File: config.mk
export PLATFORM = sky130hd
export DESIGN_NAME = hole_remap_dec
export DESIGN_NICKNAME = d
export VERILOG_FILES = /design/src/rtl/hole_remap_pkg.sv /design/src/rtl/hole_remap_cfg.sv /design/src/rtl/hole_remap_classify.sv /design/src/rtl/hole_remap_xlate.sv /design/src/rtl/hole_remap_stage.sv /design/src/rtl/hole_remap_dec.sv
export SDC_FILE = /design/constraint.sdc
export NUM_CORES = 1
export LEC_CHECK = 0
export BUFFER_PORTS_ARGS = -buffer_cell sky130_fd_sc_hd__buf_2
export CORE_UTILIZATION = 45
export CTS_CLUSTER_DIAMETER = 40
export DETAILED_ROUTE_END_ITERATION = 8
export PLACE_DENSITY_LB_ADDON = 0.12
export SLEW_MARGIN = 40
export SYNTH_ARGS = -nofsm -noshare
export SYNTH_HDL_FRONTEND = slang
export SYNTH_SLANG_ARGS = --single-unit
File: constraint.sdc
create_clock -name clk -period 6.3 [get_ports clk]
set_clock_uncertainty 0.2 [all_clocks]
set_input_delay 0.63 -clock clk [delete_from_list [all_inputs] [get_ports clk]]
set_output_delay 0.63 -clock clk [all_outputs]
set_load 0.02 [all_outputs]
File: src/rtl/hole_remap_pkg.sv
package hole_remap_pkg;

  // Region decided for one host address.
  typedef enum logic [1:0] {
    RGN_LOW_HIT   = 2'd0,
    RGN_HOLE      = 2'd1,
    RGN_REMAP_HIT = 2'd2,
    RGN_MISS      = 2'd3
  } region_e;

endpackage

File: src/rtl/hole_remap_cfg.sv
module hole_remap_cfg #(
  parameter int unsigned         ARR_AW   = 32,
  parameter logic [ARR_AW-1:0]   HOLE_RST = 32'hE000_0000,
  parameter logic [ARR_AW:0]     TOP_RST  = 33'h1_0000_0000
) (
  input  logic              clk,
  input  logic              rst_n,
  input  logic              wr_en,
  input  logic [ARR_AW-1:0] wr_hole,
  input  logic [ARR_AW:0]   wr_top,
  input  logic              wr_remap,
  output logic [ARR_AW-1:0] hole_q,
  output logic [ARR_AW:0]   top_eff,
  output logic [ARR_AW:0]   disp_size,
  output logic              remap_q
);
  localparam int unsigned     TOP_W  = ARR_AW + 1;
  localparam logic [TOP_W-1:0] FOUR_G = {1'b1, {ARR_AW{1'b0}}};

  logic [TOP_W-1:0] top_q;

  // Installed memory cannot exceed the span of the array address.
  function automatic logic [TOP_W-1:0] clamp_top(input logic [TOP_W-1:0] t);
    return (t > FOUR_G) ? FOUR_G : t;
  endfunction

  // Bytes of installed memory shadowed by the hole.
  function automatic logic [TOP_W-1:0] shadow_span(input logic [TOP_W-1:0] t,
                                                   input logic [ARR_AW-1:0] h);
    logic [TOP_W-1:0] hw;
    hw = {1'b0, h};
    return (t > hw) ? (t - hw) : '0;
  endfunction

  always_ff @(posedge clk or negedge rst_n) begin
    if (!rst_n) begin
      hole_q  <= HOLE_RST;
      top_q   <= TOP_RST;
      remap_q <= 1'b0;
    end else if (wr_en) begin
      hole_q  <= wr_hole;
      top_q   <= wr_top;
      remap_q <= wr_remap;
    end
  end

  assign top_eff   = clamp_top(top_q);
  assign disp_size = shadow_span(top_eff, hole_q);

endmodule

File: src/rtl/hole_remap_classify.sv
module hole_remap_classify
  import hole_remap_pkg::*;
#(
  parameter int unsigned HOST_AW = 36,
  parameter int unsigned ARR_AW  = 32
) (
  input  logic [HOST_AW-1:0] host_addr,
  input  logic [ARR_AW-1:0]  hole_base,
  input  logic [ARR_AW:0]    top_eff,
  input  logic [ARR_AW:0]    disp_size,
  input  logic               remap_en,
  output region_e            rgn
);
  localparam int unsigned      PAD_A = HOST_AW - ARR_AW;
  localparam int unsigned      PAD_T = HOST_AW - ARR_AW - 1;
  localparam logic [HOST_AW-1:0] BOUND = {{PAD_T{1'b0}}, 1'b1, {ARR_AW{1'b0}}};

  function automatic logic [HOST_AW-1:0] widen_a(input logic [ARR_AW-1:0] v);
    return {{PAD_A{1'b0}}, v};
  endfunction

  function automatic logic [HOST_AW-1:0] widen_t(input logic [ARR_AW:0] v);
    return {{PAD_T{1'b0}}, v};
  endfunction

  logic [HOST_AW-1:0] ofs;

  always_comb begin
    ofs = host_addr - BOUND;
    if (host_addr < widen_a(hole_base)) begin
      rgn = (host_addr < widen_t(top_eff)) ? RGN_LOW_HIT : RGN_MISS;
    end else if (host_addr < BOUND) begin
      rgn = RGN_HOLE;
    end else if (remap_en && (ofs < widen_t(disp_size))) begin
      rgn = RGN_REMAP_HIT;
    end else begin
      rgn = RGN_MISS;
    end
  end

endmodule

File: src/rtl/hole_remap_xlate.sv
module hole_remap_xlate
  import hole_remap_pkg::*;
#(
  parameter int unsigned ARR_AW = 32
) (
  input  region_e           rgn,
  input  logic [ARR_AW-1:0] addr_lo,
  input  logic [ARR_AW-1:0] hole_base,
  output logic              hit,
  output logic [ARR_AW-1:0] arr_addr
);
  // Subtracting 4 GiB leaves the low bits unchanged, so the relocated
  // array address is the low part of the host address plus the hole base.
  function automatic logic [ARR_AW-1:0] relocate(input logic [ARR_AW-1:0] lo,
                                                 input logic [ARR_AW-1:0] h);
    return lo + h;
  endfunction

  always_comb begin
    unique case (rgn)
      RGN_LOW_HIT: begin
        hit      = 1'b1;
        arr_addr = addr_lo;
      end
      RGN_REMAP_HIT: begin
        hit      = 1'b1;
        arr_addr = relocate(addr_lo, hole_base);
      end
      default: begin
        hit      = 1'b0;
        arr_addr = '0;
      end
    endcase
  end

endmodule

File: src/rtl/hole_remap_stage.sv
module hole_remap_stage #(
  parameter int unsigned ARR_AW = 32
) (
  input  logic              clk,
  input  logic              rst_n,
  input  logic              vld_d,
  input  logic              hit_d,
  input  logic [ARR_AW-1:0] addr_d,
  output logic              vld_q,
  output logic              hit_q,
  output logic [ARR_AW-1:0] addr_q
);
  logic take;
  assign take = vld_d & hit_d;

  always_ff @(posedge clk or negedge rst_n) begin
    if (!rst_n) begin
      vld_q  <= 1'b0;
      hit_q  <= 1'b0;
      addr_q <= '0;
    end else begin
      vld_q  <= vld_d;
      hit_q  <= take;
      addr_q <= take ? addr_d : '0;
    end
  end

endmodule

File: src/rtl/hole_remap_dec.sv
module hole_remap_dec
  import hole_remap_pkg::*;
#(
  parameter int unsigned       HOST_AW  = 36,
  parameter int unsigned       ARR_AW   = 32,
  parameter logic [ARR_AW-1:0] HOLE_RST = 32'hE000_0000,
  parameter logic [ARR_AW:0]   TOP_RST  = 33'h1_0000_0000
) (
  input  logic               clk,
  input  logic               rst_n,
  input  logic               cfg_we,
  input  logic [ARR_AW-1:0]  cfg_hole_base,
  input  logic [ARR_AW:0]    cfg_top,
  input  logic               cfg_remap_en,
  input  logic               in_valid,
  input  logic [HOST_AW-1:0] in_addr,
  output logic               out_valid,
  output logic               out_hit,
  output logic [ARR_AW-1:0]  out_addr
);
  logic [ARR_AW-1:0] cfg_hole_q;
  logic [ARR_AW:0]   cfg_top_eff;
  logic [ARR_AW:0]   cfg_disp;
  logic              cfg_remap_q;
  region_e           cls_rgn;
  logic              cls_low_hit;
  logic              cls_remap_hit;
  logic              xl_hit;
  logic [ARR_AW-1:0] xl_addr;

  hole_remap_cfg #(
    .ARR_AW  (ARR_AW),
    .HOLE_RST(HOLE_RST),
    .TOP_RST (TOP_RST)
  ) u_cfg (
    .clk      (clk),
    .rst_n    (rst_n),
    .wr_en    (cfg_we),
    .wr_hole  (cfg_hole_base),
    .wr_top   (cfg_top),
    .wr_remap (cfg_remap_en),
    .hole_q   (cfg_hole_q),
    .top_eff  (cfg_top_eff),
    .disp_size(cfg_disp),
    .remap_q  (cfg_remap_q)
  );

  hole_remap_classify #(
    .HOST_AW(HOST_AW),
    .ARR_AW (ARR_AW)
  ) u_cls (
    .host_addr(in_addr),
    .hole_base(cfg_hole_q),
    .top_eff  (cfg_top_eff),
    .disp_size(cfg_disp),
    .remap_en (cfg_remap_q),
    .rgn      (cls_rgn)
  );

  // Named decode events for the checker.
  assign cls_low_hit   = (cls_rgn == RGN_LOW_HIT);
  assign cls_remap_hit = (cls_rgn == RGN_REMAP_HIT);

  hole_remap_xlate #(
    .ARR_AW(ARR_AW)
  ) u_xl (
    .rgn      (cls_rgn),
    .addr_lo  (in_addr[ARR_AW-1:0]),
    .hole_base(cfg_hole_q),
    .hit      (xl_hit),
    .arr_addr (xl_addr)
  );

  hole_remap_stage #(
    .ARR_AW(ARR_AW)
  ) u_stg (
    .clk   (clk),
    .rst_n (rst_n),
    .vld_d (in_valid),
    .hit_d (xl_hit),
    .addr_d(xl_addr),
    .vld_q (out_valid),
    .hit_q (out_hit),
    .addr_q(out_addr)
  );

endmodule

==> flow_metrics.tcl, run 1 <==
set metrics [dict create \
    fin_tns_setup_ns 0 \
    p_switching_w 0.001021 \
    critical_path_class "reg -> reg" \
    syn_nets 1351 \
    grt_remaining_overflow 0 \
    drt-total-wl_mm 28.30 \
    min_period_ns 6.252 \
    drc 0 \
    clock_latency_ns 0.37 \
    rsz0062_at_grt "yes" \
    synthAdderAreaFrac_pct 21.89 \
    power_report.internal_total_w 0.001569 \
    fillers 1903 \
    yosysUniqueCellTypes 75 \
    ioPinCount 140 \
    ant_nets 0 \
    n_antenna_cell 0 \
    std_cell_rows 52 \
    ys_ff_latch 100 \
    highest_layer "met4" \
    cellPowerDensity_nw_per_um2 218.2 \
    power_frac_comb_pct 50.0 \
    crit_slowest_cell "or4_4" \
    dr_wl_met2_mm 12.89 \
    reg2reg_slack_ns 0.05 \
    drtIter0Drc 656 \
    netlist_instances 1082 \
    synth_top_family_by_area "adder cells" \
    end_kind "flop" \
    met3RoutedLength_mm 1.487 \
    async_flop_share_pct 100.0 \
    die-area_um2 21430 \
    die_w_um 146.4 \
    synth_ff_type "dfrtp_1" \
    grt_max_degree 99 \
    syn_area_um2 9384 \
    slew_headroom_pct 49.10 \
    max_stage_delay_ns 0.57 \
    die_h_um 146.4 \
    grt_pass1_vias 8607 \
    outcome "complete, no violations" \
    track_usage_pct 26.99 \
    cts_tree "done" \
    vias 8843 \
    p_seq_share_pct 27.8 \
    initial_utilization_pct 46.08 \
    final_cell_mix "ha_1, buf_4, buf_2, nand2_1" \
    drive_gt1_share_pct 28.08 \
    synth.mux.area_fraction_pct 4.187 \
    cts.root.buffer_cell "clkbuf_16" \
    period_share_pct 99.24 \
    clk_pin_slew_worst_paths_ns 0.08 \
    area_growth_pct 26.51 \
    wirelength_met1_mm 13.51 \
    setup_viol 0 \
    tightest_slew_ns 0.7635 \
    slew_viol_final 0 \
    core-area_um2 20360 \
    io_buffers 139 \
    cts_sinks 100 \
    dpl.hpwl_mm 22.57 \
    p_total_w 0.002590 \
    min-delay-path-class "in -> async" \
    syn_avg_cell_area_um2 8.673 \
    p_leak_nw 6.175 \
    cp_common_cell "nand2_1" \
    p_clk_share_pct 22.3 \
    start_kind "flop" \
    cts-buffers-inserted 9 \
    vdd_drop_max_v 0.0001185 \
    cts_buffer_depth 2 \
    synth_compound_area_share_pct 21.33 \
    fin_cells 1627 \
    cp_max_fo 4 \
    grt_pass1_wl_mm 45.31 \
    globalplace.congestion 0.9576 \
    crit_required_ns 6.36 \
    viasPerCell 5.435 \
    antenna_found_initial 1 \
    yosysSeqAreaShare_pct 26.72 \
    synth-simple-area-share_pct 15.51 \
    drv_cap 0 \
    max_freq_ghz 0.1599 \
    layout_commonest_cell "ha_1" \
    dp_cells 1606 \
    yosysWarnings 0 \
    sw_frac_of_total_pct 39.43 \
    cts-htree-levels 3 \
    finalHoldViolCount 0 \
    synthXorXnorAreaFrac_pct 5.133 \
    drt-pass1-iter-count 5 \
    final_nets 1621 \
    wl_per_cell_um 17.39 \
    crit_arrival_ns 6.31 \
    synth_edf_count 0 \
]
## Yosys cell counts, drive strengths merged, types with 5 or more instances
master   count  area share (%)
a2111oi      5            0.73
a21o        39             3.1
a21oi       76             4.1
a22o        28             2.6
a31oi        9            0.67
buf          5            0.40
clkbuf      19            0.76
dfrtp       96              26
ha         161              21
inv        101             4.1
mux2        34             4.1
nand2      127             5.1
nand2b       7            0.47
nand3       18            0.96
nand4       21             1.4
nor2        59             2.4
nor2b       14            0.93
nor3        20             1.1
nor4        13             1.0
o211ai       5            0.40
o21a         5            0.40
o21ai       71             3.8
o21bai      12            0.96
o31ai        5            0.40
or3          9            0.60
xnor2       37             3.5
xor2        18             1.7
## power groups by stage
stage | registers, W | clock network (W) | logic, W
CTS | 0.000718 | 0.000588 | 0.00126
detailed placement | 0.000728 | 0 | 0.00125
floorplan | 0.000728 | 0 | 0.000772
global placement | 0.000727 | 0 | 0.00123
finish | 0.000720 | 0.000577 | 0.00129
global route | 0.000725 | 0.000609 | 0.00144
## layout make-up
cell class / instances / area [µm²] / area share, %
Multi-Input combinational cell: 857 / 6546 / 55.14
Inverter: 101 / 384.1 / 3.236
Timing Repair Buffer: 283 / 1805 / 15.21
Sequential cell: 100 / 2507 / 21.12
Tap cell: 270 / 337.8 / 2.846
Clock buffer: 9 / 225.2 / 1.897
Clock inverter: 7 / 65.06 / 0.5481
## timing repair
action,CTS,global route
hold endpoints to repair,0,0
buffers inserted,0,5
gates resized for setup,7,22
hold buffers,0,0
endpoints found under the setup margin,33,33
pin swaps,3,17
cloned,0,0
## metal layers
| layer | track usage [%] | vias to the layer above |
|---|---|---|
| met5 | 0 | - |
| li1 | - | 4413 |
| met1 | 38.05 | 4173 |
| met4 | 6.510 | 0 |
| met2 | 43.64 | 232 |
| met3 | 3.594 | 25 |
## per-stage QoR
step | area (µm²) | utilization (%) | worst slack [ns] | hold WS [ns]
3_3_place_gp | 11390 | 55.91 | -0.08118 | 0.3036
4_1_cts | 11720 | 57.56 | 0.007323 | 0.1211
2_1_floorplan | 9384 | - | 0.06247 | 0.1344
6_report | 11870 | 58.29 | 0.04792 | 0.09475
3_5_place_dp | 11390 | 55.93 | -0.1972 | 0.3227
5_1_grt | 11870 | 58.29 | -0.2146 | 0.1483
## final timing paths
check	startpoint	end	cells past startpoint
min in group clk	in_valid	u_stg.vld_q$_DFF_PN0_	1
hold / removal	rst_n	u_cfg.hole_q[10]$_DFFE_PN0P_	1
hold reg to reg	u_cfg.top_q[24]$_DFFE_PN0P_	u_cfg.top_q[24]$_DFFE_PN0P_	1
max in group asynchronous	rst_n	u_cfg.hole_q[27]$_DFFE_PN0P_	2
setup / recovery	u_cfg.top_q[9]$_DFFE_PN0P_	u_stg.addr_q[31]$_DFF_PN0_	29
setup reg to reg	u_cfg.top_q[9]$_DFFE_PN0P_	u_stg.addr_q[31]$_DFF_PN0_	29
## registers in the layout, summed over array words and instances, names as in the netlist
register,flops
u_cfg.top_q,33
u_cfg.hole_q,32
u_stg.addr_q,32
u_cfg.remap_q,1
u_stg.hit_q,1
u_stg.vld_q,1
## cells by family (layout without fill, tap and decap cells)
logic type      count (synthesis)  after routing
simple gates                  308            308
compound gates                296            296
fa+ha+maj                     163            163
buf+inv                       125            400
flops                         100            100
xor+xnor                       55             55
mux                            35             35
## critical path, delay by kind of cell, from the launching register on
family | cells | cell delay, ns
flops | 1 | 0.42
buf+inv | 5 | 0.69
simple gates | 11 | 2.07
xor+xnor | 1 | 0.17
compound gates | 9 | 1.93
fa+ha+maj | 3 | 0.67
No activity file was read; power rests on OpenSTA's default activity.
==> run 2: changes to the inputs <==
CORE_MARGIN = 3   (was unset)
CORE_UTILIZATION = 53   (was 45)
PLACE_DENSITY_LB_ADDON = 0.15   (was 0.12)
==> run 2 against run 1 <==
Net effect:
- the flow now finishes with violations (negative setup slack)
- worst setup slack got worse by 0.16 ns
- register-to-register slack worse by 0.16 ns
- sequential share of layout area shrank 0.51 points
- largest power group unchanged
- non-clock buffer count is 24 higher
- clock-buffer cell count unchanged
- largest cell class unchanged
- sequential power hardly changed
- critical endpoint is now u_stg.addr_q[24]$_DFF_PN0_
- critical path depth is the same
- clock power grew 1%
==> flow_metrics.tcl, run 2 (same netlist as run 1, synthesis figures left out) <==
set metrics [dict create \
    cp_max_fo 7 \
    layout_commonest_cell "buf_4" \
    finalHoldViolCount 0 \
    drv_cap 0 \
    min-delay-path-class "in -> async" \
    reg2reg_slack_ns -0.11 \
    met3RoutedLength_mm 1.800 \
    fillers 1434 \
    cts_buffer_depth 2 \
    slew_headroom_pct 51.02 \
    n_antenna_cell 0 \
    dr_wl_met2_mm 12.77 \
    crit_required_ns 6.35 \
    die-area_um2 19340 \
    largest_reg_flops 33 \
    dpl.hpwl_mm 22.13 \
    max_freq_ghz 0.1560 \
    outcome "finished with violations" \
    initial_utilization_pct 54.25 \
    std_cell_rows 48 \
    fin_worst_hold_slack_ns 0.06978 \
    highest_layer "met4" \
    grt_max_degree 99 \
    crit_slowest_cell "or4_4" \
    final_nets 1647 \
    cts-htree-levels 3 \
    vias 9081 \
    cts_tree "done" \
    critical_path_class "reg -> reg" \
    fin_cells 1608 \
    slew_viol_final 0 \
    start_kind "flop" \
    cts.root.buffer_cell "clkbuf_16" \
    period_share_pct 101.7 \
    violations "negative setup slack" \
    ioPinCount 140 \
    p_leak_nw 6.332 \
    setup_viol 23 \
    tightest_slew_ns 0.7347 \
    drt-pass1-iter-count 5 \
    ant_nets 0 \
    worstReg2RegEnd "u_stg.addr_q[24]$_DFF_PN0_" \
    wl_per_cell_um 17.74 \
    die_w_um 139.1 \
    crit_arrival_ns 6.46 \
    area_growth_pct 29.67 \
    final-seq-area_um2 2507 \
    grt_remaining_overflow 0 \
    min_period_ns 6.410 \
    die_h_um 139.1 \
    dp_cells 1579 \
    largest-register "u_cfg.top_q" \
    max_stage_delay_ns 0.57 \
    dp_slack_ns -0.6705 \
    r2r-start "u_cfg.top_q[16]$_DFFE_PN0P_" \
    drive_gt1_share_pct 30.37 \
    reg2reg_depth 29 \
    cts-buffers-inserted 9 \
    drc 0 \
    vdd_drop_max_v 0.0001689 \
    core-area_um2 17300 \
    wirelength_met1_mm 13.34 \
    track_usage_pct 28.70 \
    grt_pass1_vias 8773 \
    clock_latency_ns 0.37 \
    final_util_pct 70.35 \
    end_kind "flop" \
    setup_slack_ns -0.1095 \
    p_total_w 0.002661 \
    final_cell_mix "buf_4, ha_1, buf_2, nand2_1, dfrtp_1" \
    top_regs "u_cfg.top_q x33, u_cfg.hole_q x32, u_stg.addr_q x32" \
    antenna_found_initial 0 \
    rsz0062_at_grt "yes" \
    drt-total-wl_mm 28.52 \
    grt_pass1_wl_mm 45.20 \
    clk_pin_slew_worst_paths_ns 0.08 \
    cellPowerDensity_nw_per_um2 218.7 \
    cts_sinks 100 \
    globalplace.congestion 0.9960 \
    multiInputGateArea_um2 6679 \
    viasPerCell 5.647 \
    io_buffers 139 \
    drtIter0Drc 674 \
]
-- run 2: cell types whose count changed in the layout (fill, tap and decap cells not counted), moves of 2 or more --
cell,previous run,this run
a31oi_2,2,0
ha_1,159,155
inv_1,96,94
nor4_2,4,6
buf_4,142,163
clkinv_8,0,2
buf_6,3,7
a31oi_4,1,3
nand2_1,127,123
nand2_2,0,3
inv_2,4,6
nor4_1,7,5
ha_4,1,5
-- run 2: worst max-delay path by stage --
| stage | endpoint | slack (ns) | depth (start not counted) | startpoint |
|---|---|---|---|---|
| 4_1_cts | u_stg.addr_q[31]$_DFF_PN0_ | 0.001 | 28 | u_cfg.top_q[30]$_DFFE_PN0P_ |
| 3_5_place_dp | u_stg.addr_q[24]$_DFF_PN0_ | -0.67 | 27 | u_cfg.top_q[23]$_DFFE_PN0P_ |
| 6_report | u_stg.addr_q[24]$_DFF_PN0_ | -0.11 | 29 | u_cfg.top_q[16]$_DFFE_PN0P_ |
| 2_1_floorplan | u_stg.addr_q[13]$_DFF_PN0_ | 0.06 | 27 | u_cfg.top_q[6]$_DFFE_PN0P_ |
| 5_1_grt | u_stg.addr_q[31]$_DFF_PN0_ | -0.37 | 31 | u_cfg.top_q[16]$_DFFE_PN0P_ |
| 3_3_place_gp | u_stg.addr_q[24]$_DFF_PN0_ | -0.50 | 27 | u_cfg.top_q[23]$_DFFE_PN0P_ |
-- run 2: critical path, delay by kind of cell (launching register included) --
kind	cells	cell delay (ns)
simple gates	9	2.03
compound gates	9	1.77
buf+inv	8	1.14
fa+ha+maj	2	0.58
flops	1	0.41
xor+xnor	1	0.13
-- run 2: what timing repair did --
item | CTS | global route
endpoints found under the hold margin | 0 | 0
cloned | 0 | 2
hold buffers | 0 | 0
buffers inserted | 3 | 9
gates resized for setup | 21 | 39
endpoints found under the setup margin | 33 | 33
pin swaps | 14 | 4
-- run 2: cell type report --
cell class / instances / area share [%]
Timing Repair Buffer: 307 / 16.34
Clock buffer: 9 / 1.851
Sequential cell: 100 / 20.61
Timing Repair inverter: 2 / 0.1645
Inverter: 101 / 3.219
Multi-Input combinational cell: 857 / 54.89
Clock inverter: 7 / 0.6170
Tap cell: 225 / 2.314
-- run 2: power by group --
part | switching, W | internal (W)
clock network | 0.000299 | 0.000283
registers | 0.0000349 | 0.000688
logic | 0.000714 | 0.000642
total | 0.00105 | 0.00161
-- run 2: per-stage QoR --
step,instance area [µm²],TNS (ns)
floorplan,9384,0
global placement,11450,-14.43
detailed placement,11460,-20.09
CTS,11900,0
global route,12170,-8.816
finish,12170,-0.5679
-- run 2: per-layer routing --
metal  global-route usage, %  up-vias
li1                        -     4472
met1                   42.09     4259
met2                   45.15      308
met3                   3.793       42
met4                   6.900        0
met5                       0        -
